<file path="config.mk">
export PLATFORM = sky130hd
export DESIGN_NAME = fp_decode_interlock
export DESIGN_NICKNAME = d
export VERILOG_FILES = /design/src/rtl/fpdi_pkg.sv /design/src/rtl/fpdi_pend_table.sv /design/src/rtl/fpdi_div_track.sv /design/src/rtl/fp_decode_interlock.sv
export SDC_FILE = /design/constraint.sdc
export NUM_CORES = 1
export LEC_CHECK = 0
export ABC_CLOCK_PERIOD_IN_PS = 2100
export BUFFER_PORTS_ARGS = -buffer_cell sky130_fd_sc_hd__buf_2
export CELL_PAD_IN_SITES_DETAIL_PLACEMENT = 1
export CELL_PAD_IN_SITES_GLOBAL_PLACEMENT = 1
export CORE_MARGIN = 2
export CORE_UTILIZATION = 43
export DETAILED_ROUTE_END_ITERATION = 7
export PLACE_DENSITY_LB_ADDON = 0.15
export SYNTH_ARGS = -nofsm -noshare
export SYNTH_HDL_FRONTEND = slang
export SYNTH_SLANG_ARGS = --single-unit
</file>
<file path="constraint.sdc">
create_clock -name clk -period 2.1 [get_ports clk]
set_input_delay 0.105 -clock clk [delete_from_list [all_inputs] [get_ports clk]]
set_output_delay 0.105 -clock clk [all_outputs]
set_load 0.005 [all_outputs]
</file>
<file path="src/rtl/fpdi_pkg.sv">
// Shared constants for the decode hazard interlock.
// Assumes: exactly two register files, tagged by one bit.
package fpdi_pkg;
    localparam logic RF_INT     = 1'b0;
    localparam logic RF_FP      = 1'b1;
    localparam int   NUM_FILES  = 2;
    localparam int   CAUSE_W    = 4;
    localparam int   CAUSE_RAW  = 0;
    localparam int   CAUSE_WAW  = 1;
    localparam int   CAUSE_DIV  = 2;
    localparam int   CAUSE_PORT = 3;
endpackage

</file>
<file path="src/rtl/fpdi_pend_table.sv">
// Pending-destination bit table for one register file.
// Does: one bit per register, set by an issuing writer, cleared by any
// completion port; a set beats a clear of the same register in one cycle.
// Assumes: set_en is already qualified by the caller (file match, not r0).
module fpdi_pend_table #(
    parameter int NUM_REGS = 32,
    parameter int NUM_CMP  = 2,
    parameter int IDX_W    = $clog2(NUM_REGS)
) (
    input  logic                     clk,
    input  logic                     rst_n,
    input  logic                     set_en,
    input  logic [IDX_W-1:0]         set_idx,
    input  logic [NUM_CMP-1:0]       clr_en,
    input  logic [NUM_CMP*IDX_W-1:0] clr_idx,
    output logic [NUM_REGS-1:0]      pend
);
    logic [NUM_REGS-1:0] pend_q;
    logic [NUM_REGS-1:0] pend_nxt;

    // Next state: apply all clears, then the set so it takes priority.
    always_comb begin
        pend_nxt = pend_q;
        for (int c = 0; c < NUM_CMP; c++) begin
            if (clr_en[c]) pend_nxt[clr_idx[c*IDX_W +: IDX_W]] = 1'b0;
        end
        if (set_en) pend_nxt[set_idx] = 1'b1;
    end

    // State register with synchronous reset.
    always_ff @(posedge clk) begin
        if (!rst_n) pend_q <= '0;
        else        pend_q <= pend_nxt;
    end

    assign pend = pend_q;

    AST_SET_WINS: assert property (@(posedge clk) disable iff (!rst_n)
        set_en |=> pend[$past(set_idx)]);
    AST_CLR_TAKES: assert property (@(posedge clk) disable iff (!rst_n)
        (clr_en[0] && !(set_en && set_idx == clr_idx[0 +: IDX_W]))
        |=> !pend[$past(clr_idx[0 +: IDX_W])]);
endmodule

</file>
<file path="src/rtl/fpdi_div_track.sv">
// Busy tracker for the non-pipelined divider.
// Does: on start, holds busy for DIV_LAT cycles, counted from the start edge.
// Assumes: start is only raised while busy is low.
module fpdi_div_track #(
    parameter int DIV_LAT = 24,
    parameter int CNT_W   = $clog2(DIV_LAT + 1)
) (
    input  logic clk,
    input  logic rst_n,
    input  logic start,
    output logic busy
);
    logic [CNT_W-1:0] cnt_q;

    // Load on start, count down to zero otherwise.
    always_ff @(posedge clk) begin
        if (!rst_n)          cnt_q <= '0;
        else if (start)      cnt_q <= CNT_W'(DIV_LAT);
        else if (cnt_q != 0) cnt_q <= cnt_q - 1'b1;
    end

    assign busy = (cnt_q != '0);

    AST_DIV_START: assert property (@(posedge clk) disable iff (!rst_n)
        start |=> busy);
endmodule

</file>
<file path="src/rtl/fp_decode_interlock.sv">
// Decode-stage hazard interlock for an in-order-issue pipeline.
// Does: combinational stall and issue from pending-destination tables,
// divider busy state and the write-port input; updates state on issue and
// on completion notices.
// Assumes: the instruction in decode holds its fields while stalled.
module fp_decode_interlock
    import fpdi_pkg::*;
#(
    parameter int NUM_REGS = 32,
    parameter int NUM_CMP  = 2,
    parameter int DIV_LAT  = 24,
    parameter int IDX_W    = $clog2(NUM_REGS)
) (
    input  logic                     clk,
    input  logic                     rst_n,
    input  logic                     dec_valid,
    input  logic                     dec_src1_en,
    input  logic                     dec_src1_rf,
    input  logic [IDX_W-1:0]         dec_src1_idx,
    input  logic                     dec_src2_en,
    input  logic                     dec_src2_rf,
    input  logic [IDX_W-1:0]         dec_src2_idx,
    input  logic                     dec_dst_en,
    input  logic                     dec_dst_rf,
    input  logic [IDX_W-1:0]         dec_dst_idx,
    input  logic                     dec_is_div,
    input  logic                     wport_busy,
    input  logic [NUM_CMP-1:0]       cmp_valid,
    input  logic [NUM_CMP-1:0]       cmp_rf,
    input  logic [NUM_CMP*IDX_W-1:0] cmp_idx,
    output logic                     stall,
    output logic                     issue,
    output logic [CAUSE_W-1:0]       stall_cause
);
    logic [NUM_FILES-1:0][NUM_REGS-1:0] pend_vec;
    logic                               div_busy;
    logic                               dst_is_zero;

    assign dst_is_zero = (dec_dst_rf == RF_INT) && (dec_dst_idx == '0);

    // Hazard evaluation for the instruction in decode.
    always_comb begin
        stall_cause = '0;
        if (dec_valid) begin
            stall_cause[CAUSE_RAW]  = (dec_src1_en && pend_vec[dec_src1_rf][dec_src1_idx]) ||
                                      (dec_src2_en && pend_vec[dec_src2_rf][dec_src2_idx]);
            stall_cause[CAUSE_WAW]  = dec_dst_en && pend_vec[dec_dst_rf][dec_dst_idx];
            stall_cause[CAUSE_DIV]  = dec_is_div && div_busy;
            stall_cause[CAUSE_PORT] = dec_dst_en && wport_busy;
        end
    end

    assign stall = |stall_cause;
    assign issue = dec_valid && !stall;

    // One pending table per register file.
    for (genvar f = 0; f < NUM_FILES; f++) begin : g_file
        logic               set_en;
        logic [NUM_CMP-1:0] clr_en;

        assign set_en = issue && dec_dst_en && (dec_dst_rf == 1'(f)) && !dst_is_zero;
        for (genvar c = 0; c < NUM_CMP; c++) begin : g_clr
            assign clr_en[c] = cmp_valid[c] && (cmp_rf[c] == 1'(f));
        end

        fpdi_pend_table #(
            .NUM_REGS (NUM_REGS),
            .NUM_CMP  (NUM_CMP),
            .IDX_W    (IDX_W)
        ) u_tab (
            .clk     (clk),
            .rst_n   (rst_n),
            .set_en  (set_en),
            .set_idx (dec_dst_idx),
            .clr_en  (clr_en),
            .clr_idx (cmp_idx),
            .pend    (pend_vec[f])
        );
    end

    fpdi_div_track #(
        .DIV_LAT (DIV_LAT)
    ) u_div (
        .clk   (clk),
        .rst_n (rst_n),
        .start (issue && dec_is_div),
        .busy  (div_busy)
    );

    AST_WAW_GUARD: assert property (@(posedge clk) disable iff (!rst_n)
        (issue && dec_dst_en) |-> !pend_vec[dec_dst_rf][dec_dst_idx]);
    AST_RAW_GUARD: assert property (@(posedge clk) disable iff (!rst_n)
        (issue && dec_src1_en) |-> !pend_vec[dec_src1_rf][dec_src1_idx]);
    AST_DIV_FREE: assert property (@(posedge clk) disable iff (!rst_n)
        (issue && dec_is_div) |-> !div_busy);
    AST_INT_ZERO: assert property (@(posedge clk) disable iff (!rst_n)
        !pend_vec[RF_INT][0]);
    AST_IDLE_QUIET: assert property (@(posedge clk) disable iff (!rst_n)
        !dec_valid |-> (!stall && !issue));
endmodule

</file>
# Yosys cells after proc, flatten, opt, wreduce, memory -nomap -nowiden
# Index checks and enable logic that the tools add are counted.
# totals
out_inout_bits	6
register_bits	69
mem_count	0
romBits	0
mem_bits_rw	0
latchBits	0
# op_classes
reduce_logical	28
n_mul	0
order_cmp	11
n_mux	27
add_sub_neg	1
bitwise_logic	12
div_mod_pow	0
n_eq_ne	0
shift	0
# op_table
operator	count
2-to-1 mux 32 bit	12
bitwise AND 32 bit	4
inverter 32 bit	2
OR 32 bit	2
less-than comparator 5 x 6 -> 1 bit, second input constant	5
logical AND 1 bit	20
binary-select mux 1 bit (select 5 bit)	3
demux 1 bit (select 5 bit)	3
>= comparator 5 x 1 -> 1 bit, second input constant	3
2-to-1 mux 5 bit	2
less-than comparator 1 x 2 -> 1 bit, second input constant	3
2-to-1 mux 1 bit	6
zero test 5 bit	1
nonzero test 5 bit	1
subtractor 5 x 1 -> 5 bit, second input constant	1
2-to-1 mux 4 bit	1
inverter 1 bit	4
OR reduction 4 bit	1
zero test 1 bit	2
nonzero test 2 bit	1
OR reduction 2 bit	1
logical OR 1 bit	1

# Longest topological paths before layout
# depth
depth_word	14
ltp_mapped	11
ltp_nobuf	7

# By module
# A second synthesis with hierarchy kept.
# unflattened
cells_unflattened	548
area_unflattened_um2	5166.2
# by_module_without_submodules
module	cells_each	instances	area_per_inst_um2
fp_decode_interlock	164	1	1936.9
fpdi_pend_table (g_file[1].u_tab)	179	1	1493.9
fpdi_pend_table (g_file[0].u_tab)	179	1	1490.2
fpdi_div_track	26	1	245.2

# Worst setup path before layout
# Ideal clock, no wire load.
# synth_path
path_kind	input -> register
from	in dec_src2_idx[0]
to	reg g_file[1].u_tab.pend_q[24]
required_ns	2.016
arrival_ns	2.205
n_path_buf	4
stages	11
slack_ns	-0.189
cell_sequence	clkbuf_1 -> buf_2 -> mux4_2 -> mux2i_1 -> nand3b_1 -> nand4_1 -> o211a_4 -> nand3_2 -> buf_6 -> buf_6 -> o31ai_2
# synth_via
elab_chain_len	12
# synth_rtl
element	line_no	rtl
start: declaration	fp_decode_interlock.sv:22	input logic [IDX_W-1:0] dec_src2_idx,
binary-select mux 1 bit (select 5 bit)	fp_decode_interlock.sv:46	(dec_src2_en && pend_vec[dec_src2_rf][dec_src2_idx]);
2-to-1 mux 1 bit (implied by the code)	fp_decode_interlock.sv:46	
logical AND 1 bit	fp_decode_interlock.sv:46	
logical OR 1 bit	fp_decode_interlock.sv:45	stall_cause[CAUSE_RAW] = (dec_src1_en && pend_vec[dec_src1_rf][dec_src1_idx]) ||
2-to-1 mux 4 bit	fp_decode_interlock.sv:44	if (dec_valid) begin
OR reduction 4 bit	fp_decode_interlock.sv:53	assign stall = |stall_cause;
zero test 1 bit	fp_decode_interlock.sv:54	assign issue = dec_valid && !stall;
logical AND 1 bit	fp_decode_interlock.sv:54	
logical AND 1 bit (3 in series)	fp_decode_interlock.sv:61	assign set_en = issue && dec_dst_en && (dec_dst_rf == 1'(f)) && !dst_is_zero;
2-to-1 mux 32 bit	fpdi_pend_table.sv:27	if (set_en) pend_nxt[set_idx] = 1'b1;
end signal: assignment	fpdi_pend_table.sv:33	else pend_q <= pend_nxt;
end: declaration	fpdi_pend_table.sv:18	logic [NUM_REGS-1:0] pend_q;
# No other way between the ends. The select of a mux whose other input is x is not followed.
# A chain may end at the register's enable or synchronous reset.

# Worst setup path after layout
# layout_path
from	reg g_file[0].u_tab.pend_q[23]
to	out stall
# layout_via
elab_chain_len	8
word_cells_on_any_way	18
# layout_rtl
element	line_no	rtl
start: declaration	fpdi_pend_table.sv:18	
start signal: assignment	fpdi_pend_table.sv:33	
2-to-1 mux 32 bit, on equally long branches (2 in series)	fp_decode_interlock.sv:45, fp_decode_interlock.sv:46	
binary-select mux 1 bit (select 5 bit), on equally long branches	fp_decode_interlock.sv:45, fp_decode_interlock.sv:46	
2-to-1 mux 1 bit, on equally long branches	fp_decode_interlock.sv:45, fp_decode_interlock.sv:46	
logical AND 1 bit, on equally long branches	fp_decode_interlock.sv:45, fp_decode_interlock.sv:46	
logical OR 1 bit	fp_decode_interlock.sv:45	
2-to-1 mux 4 bit (*)	fp_decode_interlock.sv:44	
OR reduction 4 bit (*)	fp_decode_interlock.sv:53	
end: declaration	fp_decode_interlock.sv:31	output logic stall,
# Every way passes the cells marked *; elsewhere a longest branch is shown, timed or not. The select of a mux whose other input is x is not followed.

==> impl_results.md <==
* Status: finished, violations left
* Failing checks: negative setup slack
* Netlist cell types at 57
* CTS clock-pin slew for the worst setup and hold paths at 70 ps
* Warnings from Yosys at 0
* Arr. time, crit path at 3210 ps
* Post-synth ARST share at 0
* Tot GR Track Use at 0.437
* Initial Utilization at 0.436
* R2R Path End: g_file[0].u_tab.pend[5]
* Design Area, Final at 0.00834 sq mm
* Share of layout cells above drive strength 1 at 0.491
* Clock latency at the later pin of the worst-skew pair at 360 ps
* Antenna violations before repair at 2
* Total CTS buffers at 9
* WS Path Type: flop to output pin
* Clk_skew at 14.1 ps
* Final Setup Violations at 72
* Syn Inst Count at 579
* Slew @ Worst Pin at 1040 ps
* Post-Place Cells at 888
* Max IR drop VDD at 0.000432 V
* Sequential fraction of the synthesis area at 0.253
* Clock Tree Root: clkbuf_16
* Fmax at 302 MHz
* Num rows at 41
* Slack of the worst reg-to-reg path at -1150 ps
* RSZ-0062 raised after global routing: true
* Syn avg cell area at 9.43 sq um
* Setup TNS at -67440 ps
* Final cycle utilization of the critical path at 1.58
* Slew Viols, Final at 0
* Fillers at 1315
* DRC Markers at 0
* CP startpoint kind: flop
* Slew headroom at 0.303
* DP HPWL at 18700 microns
* ANT nets after route at 0
* Crit Path Max Fanout at 3
* Drt wl/cell at 40.1 microns
* Crit. Startpoint: g_file[0].u_tab.pend[23]
* First-pass GRT wire length at 43000 microns
* Total design power at 4.72 mW
* Starting DRT DRC Count at 1250
* Crit end category: output pin
* Mapped Area at 0.00546 sq mm
* Max clock buf depth at 2
* Placed Area at 0.00694 sq mm
* Core region area at 0.0125 sq mm
* Largest net degree at the start of global routing at 33
* GPL Wtd Cong at 0.947
* Post-synth EDFFs at 0
* Vias per cell at 8.03
* Total clock sinks at 69
* Number of global-route vias before repair at 6780
* Total grt overflow at 0
* Port buffer count at 45
* Die Footprint at 0.0136 sq mm
* Final Non-Filler Cells at 934
* Power Dens Cells at 566 mW/mm^2
* Leakage at 3.68 nW
* R2R cell count at 13
* Tmin final at 3310 ps
* Worst setup path end: stall
* DR pass1 iterations at 6
* R2R Path Start: g_file[0].u_tab.pend[23]
* Worst hold path type: input pin to flop
* # IOs at 46
* DRT Wirelength at 37400 microns
* Max-cap violations at 0
* Synth Register Bits at 69
* Worst setup margin at -1210 ps
* H-tree Lvls at 3
* Syn nets at 621
* Fin nets at 796
* Die Y at 117 microns
* CTS tree: built
* Prevailing post-synth register cell: dfxtp_1
* Die Width at 117 microns
* Routed vias at 7498
* P&R area growth vs syn at 52.8%
* Final hold viol count at 0
* CP Data Required Time at 2000 ps
[worst min-delay path by stage]
stage,to,cells after the start,from,slack [ps]
after floorplan,g_file[0].u_tab.pend[27],3,wport_busy,310
after global placement,g_file[1].u_tab.pend[31],4,wport_busy,490
after detailed placement,g_file[0].u_tab.pend[27],4,wport_busy,500
after CTS,g_file[1].u_tab.pend[31],4,wport_busy,150
after global routing,g_file[0].u_tab.pend[27],4,wport_busy,270
final,g_file[0].u_tab.pend[27],4,wport_busy,280
[timing repair]
action / 4_1_cts / 5_1_grt
cloned: 6 / 0
gates resized for setup: 66 / 81
pin swaps: 8 / 13
hold buffers: 0 / 0
buffers inserted: 10 / 17
endpoints found under the setup margin: 72 / 72
[metrics by stage]
stage / hold WS, ps / utilization / worst slack [ps]
global placement: 488 / 0.554 / -411
global route: 272 / 0.666 / -1240
floorplan: 313 / - / -153
CTS: 146 / 0.625 / -584
detailed placement: 501 / 0.554 / -520
finish: 281 / 0.666 / -1210
[critical path, cell delays in order, from the launching register on]
cell	delay, ps
dfxtp_2	330
buf_4	130
buf_4	130
mux2i_1	480
a22oi_1	240
nand3_1	180
nand4_1	240
nor3_2	290
buf_4	180
nor2_2	50
or3_1	420
buf_2	180
[where the power goes]
part	leakage [nW]	internal (mW)	switching, mW	total [mW]
sequential	0.565	1.35	0.0592	1.41
combinational	2.97	0.630	0.998	1.63
clock	0.146	0.929	0.755	1.68
[cells in the mapped netlist (3+ instances only)]
cell type	instances	area, sq um
mux4_1	3	78.8
or3_1	5	31.3
and3_1	6	37.5
mux4_2	33	743
and3b_1	3	26.3
buf_2	9	45.0
nor3_1	8	40.0
buf_6	7	78.8
mux2_2	3	33.8
inv_1	8	30.0
o41ai_2	18	293
a211oi_1	3	22.5
o41ai_1	13	114
nand4_1	9	56.3
o31ai_2	4	50.1
mux2i_1	33	330
o31ai_1	28	210
a22oi_1	70	526
nor2_1	28	105
dfxtp_1	69	1380
buf_1	7	26.3
nor3b_1	6	45.0
nand2_1	30	113
nand2b_1	11	68.8
or4_1	3	22.5
nand3_1	80	400
nor2b_1	10	62.6
clkbuf_1	34	128
[placed cells by master (no fill, tap or decap), types with 5 or more instances in the layout]
cell	instances
buf_4	146
nand3_1	80
a22oi_1	70
dfxtp_1	53
buf_2	43
mux4_2	35
mux2i_1	32
nand2_1	29
nor2_1	27
o31ai_4	25
o41ai_4	21
dfxtp_2	16
buf_6	13
buf_12	13
nand2b_1	11
nor2b_1	10
o41ai_2	10
clkbuf_16	10
nand4_1	9
nor3_1	8
nor3b_1	6
inv_1	5
and3_1	5
o31ai_2	5
[cells by family (layout without fill, tap and decap cells)]
kind of cell | after synthesis | after routing | synth area share
other cells | 0 | 3 | 0
simple gates | 215 | 215 | 0.212
buf+inv | 66 | 246 | 0.0591
compound gates | 152 | 152 | 0.249
fa+ha+maj | 2 | 2 | 0.00458
xor+xnor | 3 | 3 | 0.00481
mux | 72 | 72 | 0.217
flops | 69 | 69 | 0.253
[sequential cells by signal, summed over array words and instances (netlist names)]
| register | flops |
|---|---|
| g_file.u_tab.pend | 64 |
| u_div.cnt_q | 5 |
[routing by layer]
metal	part of all wire	up-vias	wire, microns	track usage
met3	0.15	381	5570	0.120
met2	0.41	883	15300	0.698
li1	-	2701	-	-
met4	0.11	6	3970	0.255
met1	0.33	3527	12400	0.528
met5	0.0046	-	172	0
[cell type report]
| class | count | area [sq um] | area share |
|---|---|---|---|
| Antenna cell | 3 | 7.51 | 0.000900 |
| Clock buffer | 9 | 225 | 0.0270 |
| Clock inverter | 7 | 73.8 | 0.00885 |
| Inverter | 8 | 33.8 | 0.00405 |
| Multi-Input combinational cell | 444 | 4530 | 0.544 |
| Sequential cell | 69 | 1400 | 0.168 |
| Tap cell | 172 | 215 | 0.0258 |
| Timing Repair Buffer | 222 | 1850 | 0.222 |
No activity file was read; power rests on OpenSTA's default activity.
